$ cat src/rtl/countdown_pkg.sv
package countdown_pkg;

    typedef enum logic [1:0] {
        ST_IDLE = 2'd0,
        ST_RUN  = 2'd1,
        ST_DONE = 2'd2
    } ctl_state_t;

    typedef struct packed {
        logic [3:0] mt;
        logic [3:0] mu;
        logic [3:0] st;
        logic [3:0] su;
    } mmss_t;

    function automatic mmss_t preset_bcd(input int unsigned minutes);
        mmss_t r;
        r.mt = 4'(minutes / 10);
        r.mu = 4'(minutes % 10);
        r.st = 4'd0;
        r.su = 4'd0;
        return r;
    endfunction

endpackage

$ cat src/rtl/key_conditioner.sv
module key_conditioner #(
    parameter int NKEYS = 2
) (
    input  logic             clk,
    input  logic             rst_key,
    input  logic [NKEYS-1:0] keys,
    output logic [NKEYS-1:0] rises,
    output logic             clr
);
    logic rst_q1;
    logic rst_q2;

    always_ff @(posedge clk or posedge rst_key) begin
        if (rst_key) begin
            rst_q1 <= 1'b1;
            rst_q2 <= 1'b1;
        end else begin
            rst_q1 <= 1'b0;
            rst_q2 <= rst_q1;
        end
    end

    assign clr = rst_q2;

    for (genvar k = 0; k < NKEYS; k++) begin : g_key
        logic meta_q;
        logic sync_q;
        logic prev_q;

        always_ff @(posedge clk) begin
            if (clr) begin
                meta_q <= 1'b0;
                sync_q <= 1'b0;
                prev_q <= 1'b0;
            end else begin
                meta_q <= keys[k];
                sync_q <= meta_q;
                prev_q <= sync_q;
            end
        end

        assign rises[k] = sync_q & ~prev_q;


        single_rise_chk: assert property (@(posedge clk) disable iff (clr)
            rises[k] |=> !rises[k]);
    end

endmodule

$ cat src/rtl/tick_prescaler.sv
module tick_prescaler #(
    parameter int DIV = 1000
) (
    input  logic clk,
    input  logic clr,
    input  logic run,
    output logic tick
);
    localparam int W = (DIV > 2) ? $clog2(DIV) : 1;
    localparam logic [W-1:0] LAST = W'(DIV - 1);

    logic [W-1:0] cnt;

    always_ff @(posedge clk) begin
        if (clr || !run) begin
            cnt <= '0;
        end else if (cnt == LAST) begin
            cnt <= '0;
        end else begin
            cnt <= cnt + 1'b1;
        end
    end

    assign tick = run && (cnt == LAST);


    tick_spacing_chk: assert property (@(posedge clk) disable iff (clr)
        tick |=> !tick);

endmodule

$ cat src/rtl/bcd_countdown.sv
module bcd_countdown
    import countdown_pkg::*;
(
    input  logic  clk,
    input  logic  clr,
    input  logic  load,
    input  mmss_t preset,
    input  logic  dec,
    output mmss_t value,
    output logic  at_one
);
    mmss_t cur;
    mmss_t nxt;
    logic  is_zero;

    assign is_zero = (cur == mmss_t'(16'h0000));
    assign at_one  = (cur == mmss_t'(16'h0001));

    always_comb begin
        nxt = cur;
        if (cur.su != 4'd0) begin
            nxt.su = cur.su - 4'd1;
        end else begin
            nxt.su = 4'd9;
            if (cur.st != 4'd0) begin
                nxt.st = cur.st - 4'd1;
            end else begin
                nxt.st = 4'd5;
                if (cur.mu != 4'd0) begin
                    nxt.mu = cur.mu - 4'd1;
                end else begin
                    nxt.mu = 4'd9;
                    nxt.mt = cur.mt - 4'd1;
                end
            end
        end
    end

    always_ff @(posedge clk) begin
        if (clr) begin
            cur <= '0;
        end else if (load) begin
            cur <= preset;
        end else if (dec && !is_zero) begin
            cur <= nxt;
        end
    end

    assign value = cur;


    digit_range_chk: assert property (@(posedge clk) disable iff (clr)
        (cur.st <= 4'd5) && (cur.su <= 4'd9) && (cur.mu <= 4'd9));


    zero_hold_chk: assert property (@(posedge clk) disable iff (clr)
        (is_zero && !load) |=> (value == mmss_t'(16'h0000)));

endmodule

$ cat src/rtl/countdown_ctrl.sv
module countdown_ctrl
    import countdown_pkg::*;
#(
    parameter int A_MIN = 20,
    parameter int B_MIN = 30
) (
    input  logic  clk,
    input  logic  clr,
    input  logic  set_edge,
    input  logic  start_edge,
    input  logic  tick,
    input  logic  at_one,
    output logic  load,
    output mmss_t preset,
    output logic  run,
    output logic  buzzer
);
    localparam mmss_t PRESET_A = preset_bcd(A_MIN);
    localparam mmss_t PRESET_B = preset_bcd(B_MIN);

    ctl_state_t state;
    ctl_state_t state_nxt;
    logic       mode_b;

    always_comb begin
        state_nxt = state;
        unique case (state)
            ST_IDLE: if (start_edge)    state_nxt = ST_RUN;
            ST_RUN:  if (tick && at_one) state_nxt = ST_DONE;
            ST_DONE: if (set_edge)      state_nxt = ST_IDLE;
            default:                    state_nxt = ST_IDLE;
        endcase
    end

    always_ff @(posedge clk) begin
        if (clr) begin
            state  <= ST_IDLE;
            mode_b <= 1'b0;
        end else begin
            state <= state_nxt;
            if (state == ST_IDLE && set_edge && !start_edge) begin
                mode_b <= ~mode_b;
            end
        end
    end

    always_comb begin
        load   = 1'b0;
        run    = 1'b0;
        buzzer = 1'b0;
        unique case (state)
            ST_IDLE: load   = 1'b1;
            ST_RUN:  run    = 1'b1;
            ST_DONE: buzzer = 1'b1;
            default: load   = 1'b1;
        endcase
    end

    assign preset = mode_b ? PRESET_B : PRESET_A;


    set_ignored_run_chk: assert property (@(posedge clk) disable iff (clr)
        (state == ST_RUN && set_edge) |=> $stable(mode_b));


    start_priority_chk: assert property (@(posedge clk) disable iff (clr)
        (state == ST_IDLE && start_edge && set_edge) |=> (state == ST_RUN && $stable(mode_b)));


    buzzer_hold_chk: assert property (@(posedge clk) disable iff (clr)
        (buzzer && !set_edge) |=> buzzer);


    ack_keeps_mode_chk: assert property (@(posedge clk) disable iff (clr)
        (state == ST_DONE && set_edge) |=> (state == ST_IDLE && $stable(mode_b)));

endmodule

$ cat src/rtl/preset_countdown.sv
module preset_countdown
    import countdown_pkg::*;
#(
    parameter int TICK_DIV = 1000,
    parameter int A_MIN    = 20,
    parameter int B_MIN    = 30
) (
    input  logic       clk,
    input  logic       rst_key,
    input  logic       set_key,
    input  logic       start_key,
    output logic [3:0] min_tens,
    output logic [3:0] min_ones,
    output logic [3:0] sec_tens,
    output logic [3:0] sec_ones,
    output logic       buzzer
);
    localparam int NKEYS = 2;

    logic [NKEYS-1:0] rises;
    logic             clr;
    logic             tick;
    logic             load;
    logic             run;
    logic             at_one;
    mmss_t            preset;
    mmss_t            value;

    key_conditioner #(.NKEYS(NKEYS)) u_keys (
        .clk     (clk),
        .rst_key (rst_key),
        .keys    ({start_key, set_key}),
        .rises   (rises),
        .clr     (clr)
    );

    tick_prescaler #(.DIV(TICK_DIV)) u_presc (
        .clk  (clk),
        .clr  (clr),
        .run  (run),
        .tick (tick)
    );

    countdown_ctrl #(.A_MIN(A_MIN), .B_MIN(B_MIN)) u_ctrl (
        .clk        (clk),
        .clr        (clr),
        .set_edge   (rises[0]),
        .start_edge (rises[1]),
        .tick       (tick),
        .at_one     (at_one),
        .load       (load),
        .preset     (preset),
        .run        (run),
        .buzzer     (buzzer)
    );

    bcd_countdown u_count (
        .clk    (clk),
        .clr    (clr),
        .load   (load),
        .preset (preset),
        .dec    (tick),
        .value  (value),
        .at_one (at_one)
    );

    assign min_tens = value.mt;
    assign min_ones = value.mu;
    assign sec_tens = value.st;
    assign sec_ones = value.su;

endmodule

$ cat config.mk
export PLATFORM = sky130hd
export DESIGN_NAME = preset_countdown
export DESIGN_NICKNAME = d
export VERILOG_FILES = /design/src/rtl/countdown_pkg.sv /design/src/rtl/key_conditioner.sv /design/src/rtl/tick_prescaler.sv /design/src/rtl/bcd_countdown.sv /design/src/rtl/countdown_ctrl.sv /design/src/rtl/preset_countdown.sv
export SDC_FILE = /design/constraint.sdc
export NUM_CORES = 1
export LEC_CHECK = 0
export BUFFER_PORTS_ARGS = -buffer_cell sky130_fd_sc_hd__buf_2
export CORE_MARGIN = 2
export CORE_UTILIZATION = 45
export CTS_CLUSTER_DIAMETER = 40
export DETAILED_ROUTE_END_ITERATION = 8
export GPL_ROUTABILITY_DRIVEN = 0
export GPL_TIMING_DRIVEN = 0
export HOLD_SLACK_MARGIN = 0.12
export PLACE_DENSITY = 0.71
export SLEW_MARGIN = 30
export SYNTH_ARGS = -nofsm -noshare
export SYNTH_HDL_FRONTEND = slang
export SYNTH_SLANG_ARGS = --single-unit
$ cat constraint.sdc
create_clock -name clk -period 1.7 [get_ports clk]
set_input_delay 0.085 -clock clk [delete_from_list [all_inputs] [get_ports clk]]
set_output_delay 0.085 -clock clk [all_outputs]
set_load 0.005 [all_outputs]
==> qor.yml, run 1 <==
status: "finished, violations left"
violations: "setup timing"
ys.flop_type: "dfxtp_1"
grt_pass1_wl_microns: 5960
cp_max_fo: 4
start_util_pct: 47.0
fin_nets: 270
ff_latch_area_sq_um: 774
grt-ovfl-total: 0
p_int_uw: 1630
max_freq_mhz: 562
critical_path_required_ns: 1.90
setup-violations-final: 7
crit_type: "flop to flop"
cts_max_path_buffers: 2
fin_util_pct: 63.6
end_kind: "flop"
core_region_area_sq_um: 4000
grt_pass1_vias: 1334
cts_buffers: 5
track_usage_pct: 17.3
hold_viol: 0
hp-class: "input pin to asynchronous set/reset pin"
dieArea_sq_um: 4710
syn_inst: 202
clock-sinks: 37
via_count: 1593
path_clk_slew_ns: 0.08
insertion_delay_ns: 0.29
syn-cell-area_sq_um: 1880
clockRootBuffer: "clkbuf_8"
wl_microns: 3940
cap_violations: 0
std_cell_rows: 23
cts_tree: "yes"
period_share_pct: 105
slew_viol_final: 0
yosys_warnings: 0
power_uw: 2230
vdd.ir_drop.worst_mv: 0.558
rsz0062_at_grt: "yes"
yosysSeqAreaShare_pct: 40.1
p_leak_uw: 0.00106
synth_cell_type_count: 52
avgSynthCellArea_sq_um: 9.31
power_frac_comb_pct: 21.6
ant_nets: 0
timing.final.ws_setup_ns: -0.0801
dr.pass1.iters: 4
sw_frac_of_total_pct: 26.7
p_clk_share_pct: 36.1
synth_edf_count: 0
htreeDepth: 2
post-place-ws_ns: -0.201
drt_iter0_drc: 61
antenna_found_initial: 0
wl_per_cell_microns: 13.0
dpl.hpwl_microns: 2460
worstPathArrival_ns: 1.98
switching_power_uw: 593
power.density_nw_per_um2: 876
die_w_microns: 68.6
multi_input_area_sq_um: 1170
p_seq_share_pct: 42.4
syn_nets: 219
io_buffers: 20
holdWs_ns: 0.353
grt_max_degree: 13
drc: 0
fin_skew_ns: 0.00881
fp.dieH_microns: 68.6
via_per_inst: 5.24
fillCellCount: 333
drive_above_1_share_pct: 42.1
antenna_cells: 0
ys_ff_latch: 37
fin_crit_ns: 1.78
synthArstFlopShare_pct: 5.41
io_pins: 21
syn_to_final_growth_pct: 35.2
start_kind: "flop"
==> power by group through the flow <==
stage / combinational (uW) / sequential (uW) / clock (uW)
floorplan: 261 / 945 / 0
detailed placement: 337 / 948 / 0
global placement: 331 / 947 / 0
global route: 524 / 946 / 855
CTS: 415 / 929 / 823
finish: 480 / 943 / 803
==> path summary, 6_finish.rpt <==
path | depth (start not counted) | endpoint | slack (ns) | start
min in group clk | 0 | u_keys.clr$_DFF_PP1_ | 0.36 | u_keys.rst_q1$_DFF_PP1_
worst min register to register | 0 | u_keys.clr$_DFF_PP1_ | 0.36 | u_keys.rst_q1$_DFF_PP1_
max in group asynchronous | 3 | u_keys.clr$_DFF_PP1_ | 1.33 | rst_key
worst max register to register | 7 | u_count.value[12]$_SDFFE_PP0P_ | -0.08 | u_count.value[5]$_SDFFE_PP0P_
worst min-delay path | 3 | u_keys.rst_q1$_DFF_PP1_ | 0.35 | rst_key
worst max-delay path | 7 | u_count.value[12]$_SDFFE_PP0P_ | -0.08 | u_count.value[5]$_SDFFE_PP0P_
==> kinds of logic (layout without fill, tap and decap cells) <==
| logic type | after synthesis | count (layout) | synth area share [%] |
|---|---|---|---|
| multiplexers | 2 | 2 | 1.06 |
| AO/OA/AOI/OAI | 34 | 34 | 12.6 |
| flip-flops | 37 | 37 | 40.1 |
| other | 1 | 1 | 0.199 |
| XOR/XNOR | 9 | 9 | 4.19 |
| adder cells (fa/ha/maj) | 13 | 13 | 8.65 |
| AND/OR/NAND/NOR | 84 | 84 | 28.0 |
| buffers and inverters | 22 | 74 | 5.26 |
==> Yosys cell counts (all sizes together), types with 4 or more instances <==
cell	instances	share of area (%)
nor2	19	3.8
nor3	7	1.9
buf	4	1.2
nand2	7	1.4
nor3b	5	3.5
and3	5	1.8
nand2b	4	1.3
xor2	4	1.9
dfxtp	35	37
or3	4	1.4
nor2b	7	2.3
nand3	7	1.9
ha	13	8.6
a311oi	4	1.9
a21oi	10	2.7
xnor2	5	2.3
inv	16	3.2
==> final cells by class <==
cell class                      count  share of cell area (%)
Clock inverter                      2                    1.48
Clock buffer                        6                    3.25
Sequential cell                    37                    30.5
Inverter                           16                    2.46
Multi-Input combinational cell    143                    45.9
Tap cell                           50                    2.46
Buffer                              4                    1.28
Timing Repair Buffer               46                    12.7
==> through the flow <==
| step | instance area, sq um | setup TNS [ns] | cells |
|---|---|---|---|
| 4_1_cts | 2380 | -0.306 | 296 |
| 2_1_floorplan | 1910 | -0.0265 | 202 |
| 3_5_place_dp | 2070 | -1.86 | 272 |
| 3_3_place_gp | 2070 | -1.74 | 272 |
| 5_1_grt | 2540 | -1.19 | 304 |
| 6_report | 2540 | -0.217 | 304 |
==> registers in the layout, summed over array words and instances (netlist names) <==
register and count:
u_count.value 16, u_presc.cnt 10, u_ctrl.state 2, u_keys.g_key.meta_q 2
u_keys.g_key.prev_q 2, u_keys.g_key.sync_q 2, u_ctrl.mode_b 1, u_keys.clr 1
u_keys.rst_q1 1
==> routing by layer <==
layer	vias to the layer above	track usage, %	wire, microns	part of all wire [%]
met3	5	4.87	158	4.0
met5	-	0	0	0
met1	741	21.0	1850	47
li1	815	-	-	-
met4	0	6.75	42	1.1
met2	32	28.7	1890	48
==> critical path: stages, from the launching register on <==
cell	delay [ns]
dfxtp_2	0.33
inv_2	0.06
ha_4	0.12
or3b_4	0.41
nor3b_4	0.28
buf_6	0.15
nand3_1	0.07
a311oi_1	0.27
==> placed cells by master (no fill, tap or decap), types with 3 or more instances in the layout <==
cell type and count:
ha_4 5, nor2_1 19, buf_4 20, nand2b_1 4, nor3_1 7, a41o_1 3
o21ai_0 3, nor3b_4 5, inv_2 7, dlygate4sd3_1 3, dfxtp_1 22, nand3_1 7
ha_1 7, inv_1 8, a311oi_1 3, clkbuf_8 6, buf_6 3, buf_2 21
dfxtp_2 11, a31oi_1 3, nand2_1 6, a21oi_1 8, nor2b_1 7, or3_1 3
xor2_1 4, xnor2_1 5
==> repair_timing <==
item | in CTS | in global routing
gates cloned | 0 | 0
hold endpoints to repair | 4 | 0
buffers inserted | 15 | 9
gates resized for setup | 17 | 29
pin swaps | 10 | 6
hold buffers | 3 | 0
setup endpoints to repair | 18 | 20
(Power assumes the default switching activity.)
==> run 2, diff against run 1 <==
--- a/config.mk
+++ b/config.mk
@@ -5,6 +5,7 @@
 export SDC_FILE = /design/constraint.sdc
 export NUM_CORES = 1
 export LEC_CHECK = 0
+export ABC_AREA = 1
 export BUFFER_PORTS_ARGS = -buffer_cell sky130_fd_sc_hd__buf_2
 export CORE_MARGIN = 2
 export CORE_UTILIZATION = 45
==> run 2 against run 1 <==
The run now ends clean. Sequential share of layout area is 2.0 points higher. Clock power is 24% lower. Wire length is 5.1% lower. Critical endpoint is now u_count.value[0]$_SDFFE_PP0P_. Largest power group unchanged. Highest routed layer unchanged.
==> qor.yml, run 2 <==
status: "completed"
start_util_pct: 45.8
hold_viol: 0
netlist.area_leader.share_pct: 35.6
syn_nets: 274
ys_ff_latch: 37
rr_worst_depth: 10
syn_to_final_growth_pct: 18.8
wl_microns: 3740
ant_nets: 0
start_kind: "flop"
crit_path_start: "u_count.value[8]$_SDFFE_PP0P_"
antenna_cells: 0
crit_family: "simple AND/OR/NAND/NOR gates"
clockRootBuffer: "clkbuf_8"
syn-cell-area_sq_um: 1970
synth_edf_count: 0
fp.dieH_microns: 70.1
wl_per_cell_microns: 10.8
via_per_inst: 4.88
regToRegSetupSlack_ns: 0.09
synthArstFlopShare_pct: 5.41
largest_register_ffs: 16
synthTopCellsByArea: "dfxtp_1, ha_1, inv_1"
fin_util_pct: 54.4
crit_buf_inv: 3
yosysTopAreaCell: "dfxtp_1"
cap_violations: 0
period_share_pct: 94.8
yosys_warnings: 0
max_stage_delay_ns: 0.33
end_kind: "flop"
synthAdderAreaFrac_pct: 8.27
yosysMostFrequentCell: "inv_1"
worstPathArrival_ns: 1.79
slew_viol_final: 0
cts_tree: "yes"
vdd.ir_drop.worst_mv: 0.679
via_count: 1684
fin_skew_ns: 0.00545
p_leak_uw: 0.000990
path_cells: "inv_1, ha_1, nand3_4, inv_2, nand2_2, nor2_2, nor2_4, buf_4, o21ai_0, a21oi_1"
avgSynthCellArea_sq_um: 7.65
hp-class: "input pin to asynchronous set/reset pin"
core_region_area_sq_um: 4290
synth.area.mux_share_pct: 0
place_inst: 329
ys.flop_type: "dfxtp_1"
instances_no_fill: 345
syn_inst: 257
grt_pass1_vias: 1533
synth-simple-area-share_pct: 31.4
max_freq_mhz: 621
yosysSeqAreaShare_pct: 38.3
grt-ovfl-total: 0
antenna_found_initial: 0
cp.depth: 10
synth_cell_type_count: 33
tightest_slew_ns: 0.550
rsz0062_at_grt: "yes"
die_w_microns: 70.1
track_usage_pct: 16.2
maxSlewHeadroom_pct: 63.4
reg2reg_from: "u_count.value[8]$_SDFFE_PP0P_"
dpl.hpwl_microns: 2650
synth_top_family_by_area: "simple AND/OR/NAND/NOR gates"
drt_iter0_drc: 79
cts_max_path_buffers: 2
layout_commonest_cell: "inv_1"
drive_above_1_share_pct: 25.9
drc: 0
crit_type: "flop to flop"
ys_top_cells_by_count: "inv_1, dfxtp_1, nor2_1, nand2_1, nand3_1"
setup-violations-final: 0
fin_nets: 309
synth_compound_area_share_pct: 8.65
io_buffers: 20
fin_crit_ns: 1.61
synth_xor_area_share_pct: 4.01
htreeDepth: 2
clock-sinks: 37
insertion_delay_ns: 0.29
grt_max_degree: 13
path_clk_slew_ns: 0.08
critical_path_required_ns: 1.88
std_cell_rows: 24
cts_buffers: 5
dieArea_sq_um: 4920
dr.pass1.iters: 4
cp_max_fo: 5
mostFrequentLayoutCells: "inv_1, nor2_1, nand2_1, dfxtp_1, buf_2"
power.density_nw_per_um2: 1080
timing.rr.end: "u_count.value[0]$_SDFFE_PP0P_"
io_pins: 21
cp-endpoint: "u_count.value[0]$_SDFFE_PP0P_"
crit_slowest_cell: "dfxtp_2"
grt_pass1_wl_microns: 6330
-- run 2: changes by cell type after synthesis, sizes merged, moves of 7 or more --
cell   delta
nand2    +30
o21ai     +9
nor2b     -7
nand3    +16
nor2     +23
inv      +28
-- run 2: stage by stage --
stage	hold slack, ns	setup WS (ns)	TNS (ns)	area, sq um	power (uW)
finish	0.349	0.0888	0	2340	2530
global route	0.350	-0.0246	-0.0501	2340	2730
CTS	0.343	0.00364	0	2250	2480
detailed placement	0.112	-0.000379	-0.000379	2130	1860
global placement	0.105	0.0225	0	2130	1850
floorplan	-0.00350	0.192	0	1970	1660
-- run 2: worst min-delay path by stage --
stage | slack [ns] | to | from | depth (start not counted)
finish | 0.35 | u_keys.rst_q1$_DFF_PP1_ | rst_key | 3
global route | 0.35 | u_keys.rst_q1$_DFF_PP1_ | rst_key | 3
CTS | 0.34 | u_keys.rst_q1$_DFF_PP1_ | rst_key | 3
detailed placement | 0.11 | u_keys.rst_q1$_DFF_PP1_ | rst_key | 2
global placement | 0.11 | u_keys.rst_q1$_DFF_PP1_ | rst_key | 2
floorplan | -0.003 | u_keys.clr$_DFF_PP1_ | rst_key | 1
-- run 2: logic make-up after synthesis --
kind of cell	after synthesis
AOI/OAI and AO/OA	31
xor gates and xnor gates	9
adders and majority gates	13
buffers and inverters	48
DFF	37
other	1
and+or+nand+nor	118
-- run 2: final cells by class --
| cell class | count | area (sq um) |
|---|---|---|
| timing repair buffer | 28 | 168 |
| inverter | 44 | 165 |
| clock buffer | 5 | 68.8 |
| sequential | 37 | 759 |
| clock inverter | 3 | 17.5 |
| tap | 52 | 65.1 |
| buffer | 4 | 20.0 |
| multi-input combinational | 172 | 1070 |
| fill | 422 | 1960 |
-- run 2: power breakdown --
part	internal, uW	switching [uW]	total (uW)	leakage (uW)
Sequential	940	45.4	986	0.000308
Combinational	320	616	935	0.000638
Clock	283	325	608	0.0000439
Total	1540	986	2530	0.000990
-- run 2: worst register-to-register path: cells and delay by family (launching register included) --
family	cells	cell delay, ns
AND/OR/NAND/NOR	4	0.41
buffers and inverters	3	0.35
flip-flops	1	0.33
adder cells (fa/ha/maj)	1	0.22
AO/OA/AOI/OAI	2	0.18
-- run 2: metal layers --
| metal | vias to the layer above | part of all wire (%) | track usage [%] |
|---|---|---|---|
| li1 | 886 | - | - |
| met1 | 760 | 50 | 20.5 |
| met2 | 30 | 44 | 25.5 |
| met3 | 8 | 4.2 | 4.76 |
| met4 | 0 | 2.1 | 6.84 |
| met5 | - | 0 | 0 |
-- run 2: repair_timing --
action,in CTS,in global routing
setup buffers,0,5
hold buffers,3,0
endpoints found under the setup margin,2,28
cloned,0,0
hold endpoints to repair,4,0
pin swaps,0,3
gates resized for setup,1,15
